$ cat src/rtl/cb_remap_pkg.sv
package cb_remap_pkg;

  localparam int unsigned AW    = 32;
  localparam int unsigned N_WIN = 6;

  localparam logic [AW-1:0] SYS_BASE = 32'h2000_0000;

  typedef enum logic [2:0] {
    RGN_ROM  = 3'd0,
    RGN_DRAM = 3'd1,
    RGN_QSPI = 3'd2,
    RGN_PBUS = 3'd3,
    RGN_SRAM = 3'd4,
    RGN_TCM  = 3'd5,
    RGN_NONE = 3'd6
  } rgn_e;

  function automatic logic [AW-1:0] win_lo(int unsigned i);
    case (i)
      0:       return 32'h0000_0000;
      1:       return 32'h0080_0000;
      2:       return 32'h1000_0000;
      3:       return 32'h1800_0000;
      4:       return 32'h1F00_0000;
      default: return 32'h1F80_0000;
    endcase
  endfunction

  function automatic logic [AW-1:0] win_hi(int unsigned i);
    case (i)
      0:       return 32'h007F_FFFF;
      1:       return 32'h0FFF_FFFF;
      2:       return 32'h17FF_FFFF;
      3:       return 32'h1EFF_FFFF;
      4:       return 32'h1F7F_FFFF;
      default: return 32'h1FFF_FFFF;
    endcase
  endfunction

  // physical address of the window's first byte
  function automatic logic [AW-1:0] win_dst(int unsigned i);
    case (i)
      0:       return 32'h0000_0000;
      1:       return 32'h8080_0000;
      2:       return 32'h2000_0000;
      3:       return 32'h3000_0000;
      4:       return 32'h3F00_0000;
      default: return 32'h1F80_0000;
    endcase
  endfunction

endpackage

$ cat src/rtl/cb_alias_window.sv
module cb_alias_window
  import cb_remap_pkg::*;
#(
  parameter int unsigned IDX = 0,
  parameter bit          EN  = 1'b1
) (
  input  logic [AW-1:0] addr_i,
  output logic          hit_o,
  output logic [AW-1:0] xlat_o
);

  localparam logic [AW-1:0] LO   = win_lo(IDX);
  localparam logic [AW-1:0] SPAN = win_hi(IDX) - win_lo(IDX);
  localparam logic [AW-1:0] DST  = win_dst(IDX);

  logic [AW-1:0] off;

  // single unsigned compare on the offset covers both window bounds
  assign off    = addr_i - LO;
  assign hit_o  = EN && (off <= SPAN);
  assign xlat_o = DST + off;

endmodule

$ cat src/rtl/cb_alias_decode.sv
module cb_alias_decode
  import cb_remap_pkg::*;
#(
  parameter logic [N_WIN-1:0] WIN_EN = '1
) (
  input  logic          clk_i,
  input  logic          rst_ni,
  input  logic [AW-1:0] addr_i,
  output logic          hit_o,
  output logic          sys_o,
  output logic [AW-1:0] xlat_o,
  output rgn_e          rgn_o
);

  logic [N_WIN-1:0] hit_vec;
  logic [AW-1:0]    xlat_arr [N_WIN];

  for (genvar w = 0; w < N_WIN; w++) begin : g_win
    cb_alias_window #(
      .IDX (w),
      .EN  (WIN_EN[w])
    ) u_win (
      .addr_i (addr_i),
      .hit_o  (hit_vec[w]),
      .xlat_o (xlat_arr[w])
    );
  end

  assign sys_o = (addr_i >= SYS_BASE);

  always_comb begin
    hit_o  = 1'b0;
    xlat_o = addr_i;
    rgn_o  = RGN_NONE;
    for (int w = 0; w < N_WIN; w++) begin
      if (hit_vec[w]) begin
        hit_o  = 1'b1;
        xlat_o = xlat_arr[w];
        rgn_o  = rgn_e'(3'(w));
      end
    end
  end

  // windows are disjoint and all lie below the system base
  p_win_onehot_r2: assert property (@(posedge clk_i) disable iff (!rst_ni)
    $onehot0(hit_vec));
  p_win_not_sys_r9: assert property (@(posedge clk_i) disable iff (!rst_ni)
    sys_o |-> (hit_vec == '0));

endmodule

$ cat src/rtl/cb_sys_delay.sv
module cb_sys_delay
  import cb_remap_pkg::*;
(
  input  logic          clk_i,
  input  logic          rst_ni,
  input  logic          vld_i,
  input  logic [AW-1:0] addr_i,
  output logic          vld_o,
  output logic [AW-1:0] addr_o
);

  always_ff @(posedge clk_i or negedge rst_ni) begin
    if (!rst_ni) begin
      vld_o  <= 1'b0;
      addr_o <= '0;
    end else begin
      vld_o <= vld_i;
      if (vld_i) addr_o <= addr_i;
    end
  end

  p_sys_stage_r9: assert property (@(posedge clk_i) disable iff (!rst_ni)
    vld_i |=> (vld_o && addr_o == $past(addr_i)));

endmodule

$ cat src/rtl/cb_alias_remap.sv
module cb_alias_remap
  import cb_remap_pkg::*;
#(
  parameter logic [N_WIN-1:0] WIN_EN = '1
) (
  input  logic          clk_i,
  input  logic          rst_ni,
  input  logic          req_valid_i,
  input  logic [31:0]   req_addr_i,
  output logic          code_vld_o,
  output logic [31:0]   code_addr_o,
  output logic [2:0]    code_rgn_o,
  output logic          sys_vld_o,
  output logic [31:0]   sys_addr_o,
  output logic          err_o
);

  logic          dec_hit, dec_sys;
  logic [AW-1:0] dec_xlat;
  rgn_e          dec_rgn;

  logic          code_vld_q, err_q, sys_vld_q;
  logic [AW-1:0] code_addr_q, sys_addr_q;
  rgn_e          rgn_q;

  cb_alias_decode #(
    .WIN_EN (WIN_EN)
  ) u_dec (
    .clk_i  (clk_i),
    .rst_ni (rst_ni),
    .addr_i (req_addr_i),
    .hit_o  (dec_hit),
    .sys_o  (dec_sys),
    .xlat_o (dec_xlat),
    .rgn_o  (dec_rgn)
  );

  always_ff @(posedge clk_i or negedge rst_ni) begin
    if (!rst_ni) begin
      code_vld_q  <= 1'b0;
      code_addr_q <= '0;
      rgn_q       <= RGN_NONE;
      err_q       <= 1'b0;
      sys_vld_q   <= 1'b0;
      sys_addr_q  <= '0;
    end else begin
      code_vld_q <= req_valid_i && dec_hit;
      err_q      <= req_valid_i && !dec_hit && !dec_sys;
      sys_vld_q  <= req_valid_i && dec_sys;
      if (req_valid_i && dec_hit) begin
        code_addr_q <= dec_xlat;
        rgn_q       <= dec_rgn;
      end
      if (req_valid_i && dec_sys) sys_addr_q <= req_addr_i;
    end
  end

  // system-address fetches take the registered slow path
  cb_sys_delay u_sys (
    .clk_i  (clk_i),
    .rst_ni (rst_ni),
    .vld_i  (sys_vld_q),
    .addr_i (sys_addr_q),
    .vld_o  (sys_vld_o),
    .addr_o (sys_addr_o)
  );

  assign code_vld_o  = code_vld_q;
  assign code_addr_o = code_addr_q;
  assign code_rgn_o  = rgn_q;
  assign err_o       = err_q;

  p_sys_two_cycle_r9: assert property (@(posedge clk_i) disable iff (!rst_ni)
    (req_valid_i && req_addr_i >= SYS_BASE) |=> ##1
      (sys_vld_o && sys_addr_o == $past(req_addr_i, 2)));
  p_code_one_cycle_r8: assert property (@(posedge clk_i) disable iff (!rst_ni)
    (req_valid_i && req_addr_i < SYS_BASE) |=> (code_vld_o ^ err_o));
  p_alias_high_r8: assert property (@(posedge clk_i) disable iff (!rst_ni)
    (code_vld_o && code_rgn_o inside {3'd1, 3'd2, 3'd3, 3'd4})
      |-> (code_addr_o >= SYS_BASE));
  p_rom_low_r2: assert property (@(posedge clk_i) disable iff (!rst_ni)
    (code_vld_o && code_rgn_o == 3'd0) |-> (code_addr_o <= 32'h007F_FFFF));
  p_err_no_issue_r10: assert property (@(posedge clk_i) disable iff (!rst_ni)
    err_o |-> !code_vld_o);
  p_err_no_sys_r10: assert property (@(posedge clk_i) disable iff (!rst_ni)
    err_o |=> !sys_vld_o);
  p_idle_r11: assert property (@(posedge clk_i) disable iff (!rst_ni)
    !req_valid_i |=> (!code_vld_o && !err_o));

endmodule

$ cat config.mk
export PLATFORM = sky130hd
export DESIGN_NAME = cb_alias_remap
export DESIGN_NICKNAME = d
export VERILOG_FILES = /design/src/rtl/cb_remap_pkg.sv /design/src/rtl/cb_alias_window.sv /design/src/rtl/cb_alias_decode.sv /design/src/rtl/cb_sys_delay.sv /design/src/rtl/cb_alias_remap.sv
export SDC_FILE = /design/constraint.sdc
export NUM_CORES = 1
export LEC_CHECK = 0
export BUFFER_PORTS_ARGS = -buffer_cell sky130_fd_sc_hd__buf_4
export CORE_AREA = 8 8 117 119
export DETAILED_ROUTE_END_ITERATION = 8
export DIE_AREA = 0 0 125 127
export PLACE_DENSITY = 0.67
export SYNTH_ARGS = -nofsm -noshare
export SYNTH_HDL_FRONTEND = slang
export SYNTH_SLANG_ARGS = --single-unit
$ cat constraint.sdc
create_clock -name clk_i -period 4.2 [get_ports clk_i]
set_input_delay 0.21 -clock clk_i [delete_from_list [all_inputs] [get_ports clk_i]]
set_output_delay 0.21 -clock clk_i [all_outputs]
set_load 0.03 [all_outputs]
Word-level counts from Yosys, hierarchy flattened. Cells that the tools add are included.

Register bits after elaboration: 103. Input bits: 35. Output and inout bits: 70. Logic and storage cells: 48.

$add $sub $neg: 10. $lt $le $gt $ge: 7. Multiplexer cells: 17. Reduce and logical (&&, ||, !) cells: 6.

Operators with widths (count): 2-to-1 mux 32 bit (5); subtractor 32 x 29 -> 32 bit (second input constant) (4); adder 30 x 32 -> 32 bit (first input constant) (3); <= comparator 32 x 23 -> 1 bit (second input constant) (3); <= comparator 32 x 27 -> 1 bit (second input constant) (2); adder 29 x 32 -> 32 bit (first input constant) (1); adder 32 bit (first input constant) (1); >= comparator 32 x 30 -> 1 bit (second input constant) (1); <= comparator 32 x 28 -> 1 bit (second input constant) (1); subtractor 32 x 24 -> 32 bit (second input constant) (1); 2-to-1 mux 3 bit (6); 2-to-1 mux 1 bit (6); logical AND 1 bit (4); zero test 1 bit (2).

Longest topological paths before layout. Gate-level depths: netlist (run 1).

Word-level depth: 10. Mapped depth: 14. Gate-level depth less buffers: 11.

Modules after synthesis. A second synthesis (run 1) with hierarchy kept.

Cell total of the unflattened synthesis: 872. Area, all modules: 8618.3 sq um.

By module, submodules not included: cb_alias_remap (times used 1, cells each 148, area each 2621.3 sq um, seq. area each 1754.2 sq um); cb_alias_decode (times used 1, cells each 277, area each 1769.2 sq um, seq. area each 0.0 sq um); cb_sys_delay (times used 1, cells each 69, area each 1370.1 sq um, seq. area each 825.8 sq um); cb_alias_window (u_dec.g_win[5].u_win) (times used 1, cells each 85, area each 665.6 sq um, seq. area each 0.0 sq um); cb_alias_window (u_dec.g_win[4].u_win) (times used 1, cells each 80, area each 575.6 sq um, seq. area each 0.0 sq um); cb_alias_window (u_dec.g_win[1].u_win) (times used 1, cells each 69, area each 558.0 sq um, seq. area each 0.0 sq um); cb_alias_window (u_dec.g_win[3].u_win) (times used 1, cells each 66, area each 464.2 sq um, seq. area each 0.0 sq um); cb_alias_window (u_dec.g_win[2].u_win) (times used 1, cells each 43, area each 327.8 sq um, seq. area each 0.0 sq um); cb_alias_window (u_dec.g_win[0].u_win) (times used 1, cells each 35, area each 266.5 sq um, seq. area each 0.0 sq um).

Least setup slack after synthesis (run 1). No wires, ideal clock.

Path kind: input to register. Start: input port req_addr_i[27]. End: register code_addr_q[0], in the netlist code_addr_o[0]. Setup time: 0.125 ns. Data arrival time: 2.911 ns. Data required time: 4.075 ns. Path slack: 1.164 ns. Cell stages on the path: 12. Path buffers: 3. Cells stage by stage: buf_2 > buf_2 > inv_1 > ha_1 > inv_1 > ha_1 > a21bo_2 > a22oi_1 > o21ai_0 > o31ai_4 > buf_6 > mux2_2.

Word-level cells in the longest chain between the ends: 8. Elaborated cells on any way between the ends: 23. Classes of those cells: add/sub (5); order compare (6); mux (11); reduce/logical (1).

RTL lines: from (decl) (line cb_alias_remap.sv:9) `input logic [31:0] req_addr_i,`; subtractor 32 x 24 -> 32 bit / <= comparator 32 x 23 -> 1 bit (equally long branches) (line cb_alias_window.sv:19, cb_alias_window.sv:20); <= comparator 32 x 28 -> 1 bit / 2-to-1 mux 1 bit (equally long branches) (line cb_alias_window.sv:20, cb_alias_decode.sv:36); 2-to-1 mux 1 bit (5 in a row) (line cb_alias_decode.sv:36) `if (hit_vec[w]) begin`; logical AND 1 bit (line cb_alias_remap.sv:50) `if (req_valid_i && dec_hit) begin`; to (signal assigned) (line cb_alias_remap.sv:51) `code_addr_q <= dec_xlat;`; to (decl) (line cb_alias_remap.sv:23) `logic [AW-1:0] code_addr_q, sys_addr_q;`.

Several ways; a longest one is shown, not always the timed one. A chain may end at the register's enable or synchronous reset.

Worst setup path in the final report (run 1).
Start: input port req_addr_i[27]. End: register code_addr_q[30], in the netlist code_addr_o[30].

Same word-level chain as after synthesis.

==> metrics.txt, run 1 <==
Worst EP required=4.49 ns; die area=around 16000 um2; R2R setup slack=roughly 3 ns; slew margin rel.=a little over two fifths; Area contributors post-synth=dfrtp_1 (48%), mux2_2 (17%), ha_1 (4.1%), nand2_1 (2.1%), nand4_1 (1.6%); Worst Tran Pin Value=0.849 ns; hold_buf cts=1; asr flop ratio synth=between 90% and 100%; Die X=roughly 130 um; Max Cap Viol=0; antenna diode count=0; Root Buffer=clkbuf_16; vias in the first global route=~4100; hold endpoint=sys_addr_q[1]; post-synthesis xor/xnor area fraction=2.52%; crit path launch type=primary input; Hold Crit Depth=2; Clock Skews=0.00469 ns; Max VDD drop=0.000305 V; Ys Warns=0; leak pwr=2.83 nW; Post-CTS Setup Inserts=0; Synth cell types=65; busiest grt layer=met2; Top FF cell, synth=dfrtp_1; Arr. time, crit path=~3.4 ns; most frequent cells in the layout=buf_4 (108), dfrtp_1 (101), mux2_2 (79); register area share after synthesis=between 40% and 50%; complex-gate fraction of the synthesized area=roughly a tenth; Antenna Nets Post-Route=0; Core Util, Final=a little over half; Seq cells post-synth=approximately 100; nets=slightly below 600; final max-slew violation count=0; worst reg2reg path depth=2; core area=~12000 um2; Setup crit end kind=register; Starting DRT DRC Count=186; GRT overflow=0; met1 Usage GRT=between 20% and 30%; DR DRC count=0; Crit Path Category=primary input to register; post-synthesis mux area share=between 10% and 20%; Syn Nets=approximately 490; worst r2r src=sys_vld_q; initial core utilization=roughly 44%; largest family of logic cells by synthesized area=multiplexers; DIE HEIGHT=about 130 um; Setup-failing EPs final=0; HP Class=primary input to register; area grow syn2layout=21.1%; GR met2 Demand/Resource=28.9%; DR vias=~3800; Post-Synth Adder-Cell Area=4.08%; Global Route met3 Usage=~5.2%; Detailed Place HPWL=between 9000 and 10000 um; Hold Violations, Final=0; CTS buffer count=9; Pwr Density=about 500 nW/um2; gpl congestion=about 0.90; global-route wire length before repair=~22000 um; Filler cells=1056; EDFF count, synth=0; Rows=40; Pwr Total=approximately 0.0032 W; Final period util=between 70% and 80%; largest net degree at the start of global routing=70; synthesized instance count=440; Ports=approximately 110; RSZ-0062 raised after global routing=false; worst hold slack=around 0.12 ns; clock buffer depth=2; Reg clk slew, reported paths=~0.070 ns; post_cts resized=0; Synth top area share=about half; CTS Sinks=approximately 100; post-DR wirelength/cell=roughly 19 um; drt pass-1 iters=4; Synth Area in Simple Gates=12.1%; initial antenna violation count=0; commonest non-fill, non-tap cell in the layout=buf_4; setup TNS=0 ns; Hold Startpoint=req_addr_i[1]; Clock Latency Late Sink=between 0.3 and 0.4 ns; average size of a mapped cell=approximately 12 um2; maximum clock frequency=approximately 320 MHz; CTS tree=done; final wirelength=around 13000 um; Reg-to-Reg End=u_sys.addr_o[6]; GRT Overall Usage=17.3%; fraction of layout instances using a drive strength above 1=between 40% and 50%; min cycle time layout=slightly above 3 ns; worst-path maximum fanout=45; Syn Std Cell Area=5220 um2; status=finished, final reports clean; post-synth top area cell=dfrtp_1; Via density=~5.6; port bufs=around 100; CTS H-tree depth=3
## stage by stage
stage,instances,instance area (um2),setup WS (ns)
global placement,669,6050,0.837
CTS,684,6320,1.13
finish,684,6320,1.12
detailed placement,669,6050,0.768
floorplan,440,5220,1.16
global route,684,6320,0.820
## worst max-delay path by stage
stage	start	end	slack, ns	cells past startpoint
global route	req_addr_i[27]	code_addr_o[30]	0.82	12
detailed placement	req_addr_i[27]	code_addr_o[30]	0.77	12
global placement	req_addr_i[27]	code_addr_o[30]	0.84	12
finish	req_addr_i[27]	code_addr_o[30]	1.12	12
floorplan	req_addr_i[27]	code_addr_o[0]	1.16	12
CTS	req_addr_i[27]	code_addr_o[30]	1.13	12
## final cells by class
| class | count | area, um2 | share of cell area [%] |
|---|---|---|---|
| clock buffer | 9 | 225 | 3.56 |
| clock inverter | 5 | 35.0 | 0.554 |
| inverter | 16 | 60.1 | 0.950 |
| multi-input combinational | 295 | 2410 | 38.2 |
| sequential | 103 | 2580 | 40.8 |
| tap | 147 | 184 | 2.91 |
| timing repair buffer | 109 | 821 | 13.0 |
## synth_stat cells (all sizes together) (2+ instances only)
cell type	number
a211oi	3
o31ai	5
a2111oi	3
o22ai	2
o2bb2ai	3
xnor2	7
nand3	4
xor2	8
a21bo	2
buf	15
a311oi	3
or4	6
inv	16
nand4	13
o21ai	19
or2b	2
dfstp	2
a21oi	10
ha	17
a22oi	2
a22o	2
nand2	30
mux2i	3
nor2	19
and3	4
nor4	9
mux2	79
nor3	3
nand2b	6
o31a	2
a31oi	3
or2	4
nor4b	2
nor3b	3
clkbuf	11
dfrtp	101
## sequential cells by signal, summed over array words and instances (netlist names)
name	cells
code_addr_o	32
sys_addr_q	32
u_sys.addr_o	32
code_rgn_o	3
code_vld_o	1
err_o	1
sys_vld_q	1
u_sys.vld_o	1
## layer usage
metal / share of wire (%) / vias up / wire length [um]
met4: 2.0 / 0 / 267
met2: 49 / 93 / 6430
met1: 44 / 1921 / 5770
li1: - / 1788 / -
met5: 0 / - / 0
met3: 5.9 / 24 / 786
## report_power, final
group | total [W] | internal [W] | switching (W) | leakage (nW)
clock | 0.000749 | 0.000396 | 0.000354 | 0.128
combinational | 0.00109 | 0.000445 | 0.000646 | 1.48
sequential | 0.00133 | 0.00121 | 0.000123 | 1.23
## logic make-up after synthesis
logic type                 count (synthesis)
adders and majority gates                 17
muxes                                     82
buffers and inverters                     42
AOI/OAI and AO/OA                         68
xor gates and xnor gates                  15
DFF                                      103
and+or+nand+nor                          113
## critical path, cell delays in order
cell	delay, ns
buf_4	0.22
ha_1	0.32
xor2_1	0.24
ha_1	0.20
nand2_1	0.06
nor4_1	0.28
a22oi_1	0.15
o21ai_0	0.70
o31ai_4	0.13
buf_4	0.32
a2111oi_0	0.41
a21o_1	0.12
(Power assumes the default switching activity.)
==> run 2: changes to the inputs <==
==> constraint.sdc (replaced) <==
create_clock -name clk_i -period 2.9 [get_ports clk_i]
set_input_delay 0.145 -clock clk_i [delete_from_list [all_inputs] [get_ports clk_i]]
set_output_delay 0.145 -clock clk_i [all_outputs]
set_load 0.03 [all_outputs]
==> metrics.txt, run 2 (synthesized netlist as in run 1, its figures left out) <==
status=finished, final reports clean (unchanged); Arr. time, crit path=2.70 ns (was 3.37 ns); min cycle time layout=approximately 2.5 ns; GRT overflow=0 (unchanged); Filler cells=1036 (was 1056); area grow syn2layout=25.9% (was 21.1%); Slowest-stage cell, CP=o31ai_4 (was o21ai_0); Max VDD drop=0.000493 V (was 0.000305 V); DP Worst Slack=0.0485 ns (was 0.768 ns); nets=609 (was 586); Clock Latency Late Sink=0.36 ns (was 0.35 ns); global-route wire length before repair=22600 um (was 21900 um); Die X=125 um (unchanged); cells along the critical path=buf_4, inv_1, ha_1, a21bo_2, buf_4, o21ai_0, a2111oi_4, o2bb2ai_1, o31ai_4, buf_4, mux2_2 (was buf_4, ha_1, xor2_1, ha_1, nand2_1, nor4_1, a22oi_1, o21ai_0, o31ai_4, buf_4, a2111oi_0, a21o_1); Hold Violations, Final=0 (unchanged); Setup-failing EPs final=0 (unchanged); slew margin rel.=62.9% (was 43.4%); core area=11800 um2 (unchanged); Max Cap Viol=0 (unchanged); Rows=40 (unchanged); Worst Tran Pin Value=0.557 ns (was 0.849 ns); initial core utilization=44.2% (unchanged); Worst Path Buf+Inv=4 (was 2); Setup crit end kind=register (unchanged); setup TNS=0 ns (unchanged); worst hold slack=0.0422 ns (was 0.124 ns); crit path launch type=primary input (unchanged); final wirelength=13800 um (was 13300 um); met3 WL post-DR=1030 um (was 786 um); Placed Cells=692 (was 669); Starting DRT DRC Count=195 (was 186); vias in the first global route=4258 (was 4078); drt pass-1 iters=4 (unchanged); maximum clock frequency=between 400 and 500 MHz; Post-CTS Setup Inserts=0 (unchanged); CTS tree=done (unchanged); port bufs=104 (unchanged); uppermost layer routed=met4 (unchanged); Top delay family on crit path=compound AO/OA/AOI/OAI gates (unchanged); clock buffer depth=2 (unchanged); CTS Sinks=103 (unchanged); DR DRC count=0 (unchanged); worst-path maximum fanout=8 (was 45); final max-slew violation count=0 (unchanged); CP peak stage delay=0.38 ns (was 0.70 ns); Via density=5.47 (was 5.59); initial antenna violation count=0 (unchanged); RSZ-0062 raised after global routing=false (unchanged); fraction of layout instances using a drive strength above 1=43.6% (was 41.0%); Worst EP required=3.14 ns (was 4.49 ns); CTS H-tree depth=3 (unchanged); Sw Ratio=35.6% (was 35.4%); Sequential Power Share=39.8% (was 42.0%); Core Util, Final=55.6% (was 53.5%); Gate power share=33.5% (was 34.4%); Clk pwr share=26.7% (was 23.6%); largest net degree at the start of global routing=104 (was 70); internal power=0.00311 W (was 0.00205 W); Reg clk slew, reported paths=0.08 ns (was 0.07 ns); Clock Skews=0.00777 ns (was 0.00469 ns); Antenna Nets Post-Route=0 (unchanged); die area=15900 um2 (unchanged); post-DR wirelength/cell=19.4 um (about the same); commonest non-fill, non-tap cell in the layout=buf_4 (unchanged); GRT Overall Usage=18.1% (was 17.3%); Root Buffer=clkbuf_16 (unchanged); Detailed Place HPWL=10200 um (was 9790 um); HP Class=primary input to register (unchanged); DR vias=3876 (was 3826); largest registers=code_addr_o (32), sys_addr_q (32), u_sys.addr_o (32) (unchanged); final setup margin=0.449 ns (was 1.12 ns); antenna diode count=0 (unchanged); met2 WL=6750 um (was 6430 um); most used cell along the critical path=buf_4; Pwr Density=734 nW/um2 (was 502 nW/um2); gpl congestion=0.854 (was 0.905); switching power=0.00172 W (was 0.00112 W); CTS buffer count=9 (unchanged); Final period util=between 80% and 90%; most frequent cells in the layout=buf_4 (129), dfrtp_1 (101), mux2_2 (79) (was buf_4 (108), dfrtp_1 (101), mux2_2 (79)); Ports=105 (unchanged); Non-Filler Instances=709 (was 684); M1 WL=5660 um (was 5770 um); leak pwr=2.98 nW (was 2.83 nW); DIE HEIGHT=127 um (unchanged); Crit Path Category=primary input to register (unchanged)
-- run 2: metal layers --
metal  vias up  global-route usage, %
met5         -                      0
met4         0                   7.66
met3        22                   6.66
met2       101                   30.7
met1      1921                   20.1
li1       1832                      -
-- run 2: layout make-up --
cell class / instances / area, um2 / share of cell area (%)
Clock buffer: 9 / 225 / 3.43
Tap cell: 147 / 184 / 2.80
Clock inverter: 7 / 91.3 / 1.39
Sequential cell: 103 / 2580 / 39.3
Inverter: 16 / 60.1 / 0.914
Multi-Input combinational cell: 295 / 2410 / 36.7
Timing Repair Buffer: 132 / 1020 / 15.5
-- run 2: final timing paths --
| check | from | to | slack [ns] | cells after the start |
|---|---|---|---|---|
| worst max-delay path | req_addr_i[24] | code_addr_o[12] | 0.45 | 11 |
| worst min-delay path | req_addr_i[20] | code_addr_o[20] | 0.04 | 2 |
| worst max register to register | sys_vld_q | u_sys.addr_o[23] | 1.48 | 2 |
| worst min register to register | sys_addr_q[30] | sys_addr_q[30] | 0.48 | 2 |
| max in group asynchronous | rst_ni | u_sys.addr_o[7] | 2.09 | 3 |
| min in group asynchronous | rst_ni | sys_addr_q[24] | 0.38 | 3 |
-- run 2: worst register-to-register path, stage by stage (launching register included) --
cell	delay (ns)
dfrtp_1	0.49
buf_4	0.41
mux2_2	0.41
-- run 2: stage by stage --
stage	instance area, um2	power (W)
after detailed placement	6250	0.00358
after CTS	6570	0.00488
after global placement	6250	0.00355
after floorplan	5220	0.00289
after global routing	6570	0.00505
final	6570	0.00482
-- run 2: repair_timing --
| action | 4_1_cts | 5_1_grt |
|---|---|---|
| setup endpoints to repair | 0 | 0 |
| gates resized for setup | 0 | 0 |
| hold buffers | 1 | 0 |
| hold endpoints to repair | 101 | 0 |
-- run 2: power by group through the flow --
stage | logic [W] | clock network (W) | registers [W]
6_report | 0.00162 | 0.00129 | 0.00192
5_1_grt | 0.00172 | 0.00137 | 0.00196
4_1_cts | 0.00164 | 0.00131 | 0.00192
3_5_place_dp | 0.00164 | 0 | 0.00195
3_3_place_gp | 0.00162 | 0 | 0.00193
2_1_floorplan | 0.000455 | 0 | 0.00244
==> run 3: changes to the inputs <==
--- a/config.mk
+++ b/config.mk
@@ -9,7 +9,7 @@
 export CORE_AREA = 8 8 117 119
 export DETAILED_ROUTE_END_ITERATION = 8
 export DIE_AREA = 0 0 125 127
-export PLACE_DENSITY = 0.67
+export PLACE_DENSITY = 0.69
 export SYNTH_ARGS = -nofsm -noshare
 export SYNTH_HDL_FRONTEND = slang
 export SYNTH_SLANG_ARGS = --single-unit
==> constraint.sdc (replaced) <==
create_clock -name clk_i -period 2.1 [get_ports clk_i]
set_input_delay 0.105 -clock clk_i [delete_from_list [all_inputs] [get_ports clk_i]]
set_output_delay 0.105 -clock clk_i [all_outputs]
set_load 0.03 [all_outputs]
==> metrics.txt, run 3 (synthesized netlist as in run 1, its figures left out) <==
Sequential Power Share=39.8% (about the same); drt pass-1 iters=4 (unchanged); Worst EP required=2.33 ns (was 3.14 ns); failing checks=setup timing; port bufs=104 (unchanged); Reg clk slew, reported paths=0.07 ns (was 0.08 ns); GR met2 Demand/Resource=32.3% (was 30.7%); leak pwr=3.40 nW (was 2.98 nW); DP Worst Slack=-0.659 ns (was 0.0485 ns); Die X=125 um (unchanged); most frequent cells in the layout=buf_4 (182), dfrtp_1 (101), mux2_2 (65) (was buf_4 (129), dfrtp_1 (101), mux2_2 (79)); largest net degree at the start of global routing=71 (was 104); status=finished with violations (was finished, final reports clean); gpl congestion=0.863 (was 0.854); worst-path maximum fanout=5 (was 8); Reg-to-Reg End=u_sys.addr_o[22] (was u_sys.addr_o[23]); final wirelength=15300 um (was 13800 um); CTS buffer count=9 (unchanged); largest registers=code_addr_o (32), sys_addr_q (32), u_sys.addr_o (32) (unchanged); final max-slew violation count=0 (unchanged); switching power=0.00238 W (was 0.00172 W); crit path launch type=primary input (unchanged); multi-input logic area=2750 um2 (was 2410 um2); Rows=40 (unchanged); Detailed Place HPWL=11200 um (was 10200 um); clock buffer depth=2 (unchanged); Antenna Nets Post-Route=0 (unchanged); post-DR wirelength/cell=19.7 um (was 19.4 um); antenna diode count=0 (unchanged); CP startpoint=req_addr_i[24] (unchanged); R2R setup slack=0.90 ns (was 1.48 ns); hold endpoint=code_addr_o[20] (unchanged); initial core utilization=44.2% (unchanged); die area=15900 um2 (unchanged); HP Class=primary input to register (unchanged); Global Route met3 Usage=3.58% (was 6.66%); busiest grt layer=met2 (unchanged); Crit Path Category=primary input to register (unchanged); Post-DP Area=6760 um2 (was 6250 um2); Sw Ratio=35.2% (was 35.6%); min cycle time layout=2.27 ns; worst reg2reg path depth=2 (unchanged); Hold Violations, Final=0 (unchanged); Max Cap Viol=0 (unchanged); Register Area=2580 um2 (unchanged); DR vias=4236 (was 3876); Design Area, Final=7480 um2 (was 6570 um2); RSZ-0062 raised after global routing=true (was false); GRT overflow=0 (unchanged); Starting DRT DRC Count=245 (was 195); global-route wire length before repair=24000 um (was 22600 um); DIE HEIGHT=127 um (unchanged); Pwr Density=903 nW/um2 (was 734 nW/um2); maximum clock frequency=441 MHz; GRT Overall Usage=18.7% (was 18.1%); area grow syn2layout=43.3% (was 25.9%); slew margin rel.=71.4% (was 62.9%); Max VDD drop=0.000707 V (was 0.000493 V); Clock Latency Late Sink=0.34 ns (was 0.36 ns); Setup-failing EPs final=29 (was 0); Final period util=108%; Clk pwr share=23.3% (was 26.7%); Worst Tran Pin Value=0.430 ns (was 0.557 ns); final setup margin=-0.165 ns (was 0.449 ns); Setup crit end kind=register (unchanged); commonest non-fill, non-tap cell in the layout=buf_4 (unchanged); worst r2r src=sys_vld_q (unchanged); internal power=0.00438 W (was 0.00311 W); CTS Sinks=103 (unchanged); Via density=5.47 (about the same); CTS H-tree depth=3 (unchanged); CTS tree=done (unchanged); Hold Crit Depth=2 (unchanged); DR DRC count=0 (unchanged); core area=11800 um2 (unchanged); vias in the first global route=4497 (was 4258); fraction of layout instances using a drive strength above 1=55.4% (was 43.6%); Gate power share=36.9% (was 33.5%); Ports=105 (unchanged); met1 Usage GRT=22.6% (was 20.1%); Arr. time, crit path=2.49 ns (was 2.70 ns); Hold Startpoint=req_addr_i[20] (unchanged); Root Buffer=clkbuf_16 (unchanged); Clock Skews=0.00573 ns (was 0.00777 ns); nets=675 (was 609); initial antenna violation count=0 (unchanged); Filler cells=921 (was 1036)
run 3: cell types whose count changed in the layout (fill, tap and decap cells not counted), moves of 3 or more:
cell	before	now
mux2_2	79	65
buf_4	129	182
inv_1	16	11
mux2_4	0	14
ha_1	17	7
buf_6	0	6
buf_12	2	5
ha_4	0	8
o31ai_1	4	1
run 3: layout make-up:
class	instances	area share [%]
clock inverter	5	0.552
multi-input combinational	296	36.7
timing repair buffer	197	21.4
inverter	16	1.10
tap	147	2.46
sequential	103	34.5
clock buffer	11	3.25
run 3: power by group through the flow:
stage | logic (W) | clock network [W] | registers (W)
after CTS | 0.00248 | 0.00161 | 0.00268
final | 0.00249 | 0.00157 | 0.00269
after global placement | 0.00232 | 0 | 0.00268
after detailed placement | 0.00237 | 0 | 0.00271
after floorplan | 0.000647 | 0 | 0.00336
after global routing | 0.00262 | 0.00168 | 0.00273
run 3: routing by layer:
| layer | vias up | wire, um |
|---|---|---|
| li1 | 1969 | - |
| met1 | 2133 | 6520 |
| met2 | 106 | 7700 |
| met3 | 28 | 606 |
| met4 | 0 | 454 |
| met5 | - | 0 |
run 3: through the flow:
step	util, %	power (W)	instances	TNS [ns]	hold WS, ns
5_1_grt	63.3	0.00703	775	-4.51	0.0295
2_1_floorplan	-	0.00401	440	-13.18	-0.191
4_1_cts	61.9	0.00676	771	-2.07	0.0132
3_5_place_dp	57.2	0.00507	748	-24.81	0.0794
3_3_place_gp	57.2	0.00501	748	-21.69	0.0710
6_report	63.3	0.00675	775	-2.98	0.0221
run 3: worst max-delay path by stage:
stage,end,cells after the start
after floorplan,code_addr_o[26],10
after global placement,code_addr_o[1],11
final,code_addr_o[30],11
after global routing,code_addr_o[30],11
after CTS,code_addr_o[3],12
after detailed placement,code_addr_o[16],11
run 3: timing repair:
action                                  in CTS  in global routing
endpoints found under the hold margin       31                  0
resized for setup                           45                 31
setup buffers                                6                  5
endpoints found under the setup margin      34                 34
pin swaps                                   18                 14
hold buffers                                 1                  0
gates cloned                                 2                  0
run 3: critical path, cell delays in order:
cell,delay (ns)
buf_8,0.11
inv_8,0.06
ha_4,0.13
a21bo_4,0.22
or4_4,0.49
a2111oi_4,0.40
nand2_2,0.19
a311oi_1,0.42
a2111oi_2,0.08
buf_4,0.14
a21o_1,0.14
